<file path="src/rtl/plru_pkg.sv">
package plru_pkg;

    localparam int NWAYS  = 4;
    localparam int PAIR_W = NWAYS * (NWAYS - 1) / 2;

    // ordering bits forced to 0 when a way is used
    function automatic logic [PAIR_W-1:0] use_clr(input logic [1:0] w);
        case (w)
            2'd0:    use_clr = 6'b111000;
            2'd1:    use_clr = 6'b000110;
            2'd2:    use_clr = 6'b000001;
            default: use_clr = 6'b000000;
        endcase
    endfunction

    // ordering bits forced to 1 when a way is used
    function automatic logic [PAIR_W-1:0] use_set(input logic [1:0] w);
        case (w)
            2'd0:    use_set = 6'b000000;
            2'd1:    use_set = 6'b100000;
            2'd2:    use_set = 6'b010100;
            default: use_set = 6'b001011;
        endcase
    endfunction

    // bits examined by the victim rule of each way
    function automatic logic [PAIR_W-1:0] pick_care(input logic [1:0] w);
        case (w)
            2'd0:    pick_care = 6'b111000;
            2'd1:    pick_care = 6'b100110;
            2'd2:    pick_care = 6'b010101;
            default: pick_care = 6'b001011;
        endcase
    endfunction

    // required values of the examined bits
    function automatic logic [PAIR_W-1:0] pick_want(input logic [1:0] w);
        case (w)
            2'd0:    pick_want = 6'b111000;
            2'd1:    pick_want = 6'b000110;
            2'd2:    pick_want = 6'b000001;
            default: pick_want = 6'b000000;
        endcase
    endfunction

endpackage

</file>
<file path="src/rtl/plru_use_update.sv">
module plru_use_update
    import plru_pkg::*;
#(
    parameter int WAY_W = 2
) (
    input  logic [PAIR_W-1:0] field_i,
    input  logic              use_vld,
    input  logic [WAY_W-1:0]  use_way,
    output logic [PAIR_W-1:0] field_o
);

    logic [PAIR_W-1:0] clr_m;
    logic [PAIR_W-1:0] set_m;

    always_comb begin
        clr_m = use_clr(use_way);
        set_m = use_set(use_way);
        if (use_vld) begin
            field_o = (field_i & ~clr_m) | set_m;
        end else begin
            field_o = field_i;
        end
    end

endmodule

</file>
<file path="src/rtl/plru_victim_pick.sv">
module plru_victim_pick
    import plru_pkg::*;
#(
    parameter int WAYS  = NWAYS,
    parameter int WAY_W = $clog2(WAYS)
) (
    input  logic [PAIR_W-1:0] field_i,
    output logic [WAY_W-1:0]  way_o,
    output logic              err_o
);

    logic [WAYS-1:0] match_vec;

    for (genvar g = 0; g < WAYS; g++) begin : g_rule
        assign match_vec[g] =
            ((field_i & pick_care(2'(g))) == pick_want(2'(g)));
    end

    // lowest index wins; no match falls back to way 0 with error
    always_comb begin
        way_o = '0;
        err_o = 1'b1;
        for (int i = WAYS - 1; i >= 0; i--) begin
            if (match_vec[i]) begin
                way_o = WAY_W'(i);
                err_o = 1'b0;
            end
        end
    end

endmodule

</file>
<file path="src/rtl/itlb_plru_tracker.sv">
module itlb_plru_tracker
    import plru_pkg::*;
#(
    parameter int REG_W     = 32,
    parameter int FIELD_LSB = 26,
    parameter int WAYS      = NWAYS
) (
    input  logic             clk,
    input  logic             rst_n,
    input  logic             use_vld,
    input  logic [1:0]       use_way,
    input  logic             repl_req,
    input  logic             cfg_wr_en,
    input  logic [REG_W-1:0] cfg_wr_data,
    output logic [REG_W-1:0] cfg_reg,
    output logic [5:0]       lru_bits,
    output logic             victim_vld,
    output logic [1:0]       victim_way,
    output logic             victim_err
);

    localparam int WAY_W = $clog2(WAYS);
    localparam int PW    = PAIR_W;

    typedef struct packed {
        logic [REG_W-1:0] ctl;
        logic             vld;
        logic [WAY_W-1:0] way;
        logic             err;
    } trk_t;

    trk_t st_d, st_q;

    logic [PW-1:0]    field_q;
    logic [PW-1:0]    field_upd;
    logic [WAY_W-1:0] pick_way;
    logic             pick_err;

    assign field_q = st_q.ctl[FIELD_LSB +: PW];

    plru_use_update #(.WAY_W(WAY_W)) u_update (
        .field_i (field_q),
        .use_vld (use_vld),
        .use_way (use_way),
        .field_o (field_upd)
    );

    plru_victim_pick #(.WAYS(WAYS), .WAY_W(WAY_W)) u_pick (
        .field_i (field_q),
        .way_o   (pick_way),
        .err_o   (pick_err)
    );

    always_comb begin
        st_d = st_q;
        if (cfg_wr_en) begin
            st_d.ctl = cfg_wr_data;
        end
        if (use_vld) begin
            st_d.ctl[FIELD_LSB +: PW] = field_upd;
        end
        st_d.vld = repl_req;
        st_d.way = repl_req ? pick_way : '0;
        st_d.err = repl_req & pick_err;
    end

    always_ff @(posedge clk) begin
        if (!rst_n) begin
            st_q <= '0;
        end else begin
            st_q <= st_d;
        end
    end

    assign cfg_reg    = st_q.ctl;
    assign lru_bits   = st_q.ctl[FIELD_LSB +: PW];
    assign victim_vld = st_q.vld;
    assign victim_way = st_q.way;
    assign victim_err = st_q.err;

    AST_RESET_CLEAR: assert property (@(posedge clk)
        !rst_n |=> (cfg_reg == '0 && !victim_vld && !victim_err));
    AST_USE0_CLEARS: assert property (@(posedge clk) disable iff (!rst_n)
        (use_vld && use_way == 2'd0) |=> (lru_bits[5:3] == 3'b000));
    AST_USE1_MASK: assert property (@(posedge clk) disable iff (!rst_n)
        (use_vld && use_way == 2'd1) |=> (lru_bits[5] && lru_bits[2:1] == 2'b00));
    AST_USE2_MASK: assert property (@(posedge clk) disable iff (!rst_n)
        (use_vld && use_way == 2'd2) |=> (lru_bits[4] && lru_bits[2] && !lru_bits[0]));
    AST_USE3_SETS: assert property (@(posedge clk) disable iff (!rst_n)
        (use_vld && use_way == 2'd3) |=> (lru_bits[3] && lru_bits[1] && lru_bits[0]));
    AST_RESP_PULSE: assert property (@(posedge clk) disable iff (!rst_n)
        repl_req |=> victim_vld);
    AST_NO_SPURIOUS: assert property (@(posedge clk) disable iff (!rst_n)
        !repl_req |=> !victim_vld);
    AST_ERR_WAY0: assert property (@(posedge clk) disable iff (!rst_n)
        victim_err |-> (victim_vld && victim_way == '0));
    AST_WRITE_LOADS: assert property (@(posedge clk) disable iff (!rst_n)
        (cfg_wr_en && !use_vld) |=> (cfg_reg == $past(cfg_wr_data)));
    AST_LOW_FROM_WRITE: assert property (@(posedge clk) disable iff (!rst_n)
        (cfg_wr_en && use_vld) |=> (cfg_reg[25:0] == $past(cfg_wr_data[25:0])));
    AST_LOW_STABLE: assert property (@(posedge clk) disable iff (!rst_n)
        !cfg_wr_en |=> $stable(cfg_reg[25:0]));
    AST_IDLE_HOLD: assert property (@(posedge clk) disable iff (!rst_n)
        (!cfg_wr_en && !use_vld) |=> $stable(cfg_reg));

endmodule

</file>
<file path="config.mk">
export PLATFORM = sky130hd
export DESIGN_NAME = itlb_plru_tracker
export DESIGN_NICKNAME = d
export VERILOG_FILES = /design/src/rtl/plru_pkg.sv /design/src/rtl/plru_use_update.sv /design/src/rtl/plru_victim_pick.sv /design/src/rtl/itlb_plru_tracker.sv
export SDC_FILE = /design/constraint.sdc
export NUM_CORES = 1
export LEC_CHECK = 0
export ABC_AREA = 0
export BUFFER_PORTS_ARGS = -buffer_cell sky130_fd_sc_hd__buf_2
export CAP_MARGIN = 40
export CORE_AREA = 3 3 69 58
export DETAILED_ROUTE_END_ITERATION = 16
export DIE_AREA = 0 0 72 61
export PLACE_DENSITY = 0.81
export SYNTH_ARGS = -nofsm -noshare
export SYNTH_HDL_FRONTEND = slang
export SYNTH_HIERARCHICAL = 1
export SYNTH_SLANG_ARGS = --single-unit
</file>
<file path="constraint.sdc">
create_clock -name clk -period 3.35 [get_ports clk]
set_input_delay 0.1675 -clock clk [delete_from_list [all_inputs] [get_ports clk]]
set_output_delay 0.1675 -clock clk [all_outputs]
set_load 0.05 [all_outputs]
</file>
# == Yosys cells after proc, flatten, opt, wreduce, memory -nomap -nowiden ==
# Index checks and enable logic that the tools add are counted.
# word_totals
mem_bits_ro,0
n_memories,0
in_bits,39
output_inout_bits,42
register_bits,36
latchBits,0
ramBits,0
elab_cells,33
# classes
eq_ne,5
n_bitwise,6
n_reduce_logical,5
magnitude_cmp,0
n_mux,11
shift,0
div,0
addsub,0
mul,0
# op_table
operator,count
one-hot mux 6 bit (3 select lines),2
2-to-1 mux 32 bit,1
bitwise AND 6 bit,1
zero test 6 bit,1
2-to-1 mux 6 bit,1
NOT 6 bit,1
bitwise OR 6 bit,1
2-to-1 mux 1 bit,5
2-to-1 mux 2 bit,2
OR reduction 4 bit,1
"== test 3 x 1 -> 1 bit, second input constant",1
"== test 3 x 2 -> 1 bit, second input constant",1
"== test 3 bit, second input constant",1
OR reduction 3 bit,1
"== test 2 x 1 -> 1 bit, second input constant",1
"== test 2 bit, second input constant",1
zero test 2 bit,1
NOT 1 bit,2
nonzero test 2 bit,1
bitwise AND 1 bit,1

# == Longest topological paths before layout ==
# logic_depth
ltp_word,6
mapped_depth,5
depth_no_buf,5

# == By module ==
# The synthesis kept the hierarchy.
# modules_own_cells
mod,cells_each,area_per_inst_um2,n_inst
itlb_plru_tracker,124,1446.4,1
plru_use_update,15,98.8,1
plru_victim_pick,8,51.3,1

# == Worst setup path after synthesis ==
# Ideal clock, no wire load.
# synth_timing
path_type,reg2reg
start,register st_q (netlist bit cfg_reg[27])
end,register st_q (netlist bit victim_err)
setup_ns,0.116
path_slack_ns,2.041
stages_incl_launch_ff,5
required_ns,3.234
t_arrival_ns,1.193
path_cell_list,dfxtp_1 > or3_4 > o21ai_2 > nor2_2 > and3_1
# synth_via
elab_chain_len,6
elab_cells_between_ends,7
# synth_lines
item,line,text
"start, declared",itlb_plru_tracker.sv:32,"trk_t st_d, st_q;"
"start signal, assigned",itlb_plru_tracker.sv:71,st_q <= st_d;
zero test 6 bit,plru_victim_pick.sv:16,((field_i & pick_care(2'(g))) == pick_want(2'(g)));
2-to-1 mux 1 bit (2 in series),plru_victim_pick.sv:24,if (match_vec[i]) begin
2-to-1 mux 1 bit (*) (2 in series),plru_victim_pick.sv:24,
via pick_err,itlb_plru_tracker.sv:37,logic pick_err;
bitwise AND 1 bit (*),itlb_plru_tracker.sv:64,st_d.err = repl_req & pick_err;
# Mark *: on every way through the listed nets, which the timed path passes. The rest lies on a longest branch.
# A chain may end at the register's enable or synchronous reset.

# == Worst setup path in the final report ==
# layout_timing
start,register st_q (netlist bit cfg_reg[29])
end,output lru_bits[3]
# layout_rtl
item,line,text
"end, declared",itlb_plru_tracker.sv:16,"output logic [5:0] lru_bits,"
# No word-level cell between the ends.

==> out/qor.txt <==
slew margin rel. = 0.653
crit-path leading delay family = flip-flops
Yosys reg bits = 36
CP max FO = 7
RSZ-0062 raised after global routing = false
synth unique cells = 24
first-pass GRT wire length = 4950 um
diode count = 0
final core area utilization = 0.609
Initial Util = 0.470
hold buffer count at cts = 0
initial antenna violation count = 0
post_cts resized = 0
CTS Buffer Depth = 2
Rows = 19
clk_lat worst skew = 280 ps
peak supply drop = 0.000282 V
Largest stage delay, worst path = 460 ps
vias per inst = 4.71
final antenna-violating net count = 0
Vias = 1243
Syn Inst Count = 147
Avg Synthesized Cell Area = 10.9 um^2
CTS sink count = 36
GP Congestion = 0.752
final std cells w/o fill = 264
Final nets = 260
kind of critical path = reg2out
post-route minimum period = 1220 ps
Crit path required time = 3180 ps
# H-tree levels = 2
final worst slack = 2130 ps
max-capacitance violation count = 0
cell area after placement = 1980 um^2
First-pass DRT Iterations = 4
Crit path arrival time = 1060 ps
clock slew at reported path FFs = 70 ps
wire length per cell = 11.8 um
CTS tree = built
P_leak = 1.14 nW
Finished Cell Area = 2070 um^2
die area = 4390 um^2
layout cell share with drive strength beyond 1 = 0.455
Mapped Area = 1600 um^2
postcts setup bufs = 0
GRT Util Overall = 0.147
PD cells = 505 nW/um^2
most common cell after layout, fill and taps aside = buf_2
most frequent cells in the layout = 80 x buf_2, 36 x dfxtp_1, 26 x mux2i_1, 26 x nor2b_1, 7 x nand2b_1
IO Pins = 81
Root Buffer = clkbuf_8
worst slew pin tran = 521 ps
Area Growth Syn to Fin = 29.8%
Worst Skew = 2.55 ps
critical path's slowest cell = dfxtp_1
outcome = finished clean
startpoint class of the critical path = flop
die height = 61 um
die width = 72 um
Detailed Route WL = 3120 um
cts bufs inserted = 5
Core Box Area = 3400 um^2
IO Port Bufs = 80
worst path cell trace = buf_2
setup tns final = 0 ps
Setup crit end kind = output port
final setup violation count = 0
sequential-to-total area share from yosys stat = 0.451
Syn Nets = 186
worst hold path class = in2reg
worst slack, placed = 2050 ps
Final Cycle Share = 0.365
vias in the first global route = 1117
Final Hold Violating Endpoints = 0
drt initial violations = 39
max FFs per register = 32
Buffers & Inverters on Critical Path = 1
Final Max Slew Viols = 0
total gr overflow = 0
post-DP HPWL = 2280 um
Post-Place Cells = 256
Warnings, synthesis = 6
DRC = 0
largest net degree at the start of global routing = 37
FMAX = 0.817 GHz
[where the power goes]
group | switching [mW] | total [mW] | internal [mW]
clock network | 0.144 | 0.308 | 0.164
logic | 0.173 | 0.264 | 0.0909
registers | 0.0185 | 0.474 | 0.455
total | 0.336 | 1.05 | 0.710
[logic make-up after synthesis]
group                  share of synthesized area
buffers and inverters                     0.0635
AOI/OAI and AO/OA                         0.0713
and+or+nand+nor                            0.183
DFF                                        0.451
muxes                                      0.231
[Yosys cell counts]
cell | n | area share
a21o_1 | 2 | 0.0094
a21oi_1 | 4 | 0.013
and3_2 | 1 | 0.0047
nor2_2 | 1 | 0.0039
mux2_1 | 1 | 0.0071
and3_1 | 3 | 0.012
mux2i_1 | 26 | 0.16
nand2b_2 | 1 | 0.0055
buf_4 | 8 | 0.038
mux2_4 | 5 | 0.047
nor2_1 | 2 | 0.0047
and2_1 | 1 | 0.0039
o211a_1 | 6 | 0.038
nand2b_1 | 7 | 0.027
a32o_1 | 1 | 0.0063
mux2_2 | 2 | 0.014
buf_6 | 2 | 0.014
clkbuf_1 | 4 | 0.0094
dfxtp_1 | 36 | 0.45
or3_4 | 1 | 0.0071
inv_1 | 1 | 0.0023
nor2b_1 | 26 | 0.10
o21ai_2 | 1 | 0.0055
nand2_1 | 5 | 0.012
[layout make-up]
cell class,count,area (um^2)
timing repair buffer,81,428
multi-input combinational,96,774
sequential,36,721
clock buffer,6,82.6
clock inverter,2,10.0
tap,42,52.6
fill,298,1330
inverter,1,3.75
[per-layer routing]
layer / track usage / routed length [um]
met1: 0.200 / 1470
met2: 0.219 / 1350
met3: 0.0464 / 270
met4: 0.0563 / 28
met5: 0 / 0
[through the flow]
step	hold slack, ps	total power, mW
2_1_floorplan	289	0.688
3_3_place_gp	423	0.743
3_5_place_dp	433	0.748
4_1_cts	128	1.06
5_1_grt	137	1.10
6_report	141	1.05
[path summary, 6_finish.rpt]
path               startpoint          end  slack, ps  depth (start not counted)
setup / recovery  cfg_reg[29]  lru_bits[3]       2130                          1
hold / removal       repl_req   victim_vld        140                          2
setup reg to reg  cfg_reg[27]   victim_err       2230                          4
hold reg to reg    cfg_reg[6]   cfg_reg[6]        510                          2
No activity file was read; power rests on OpenSTA's default activity.
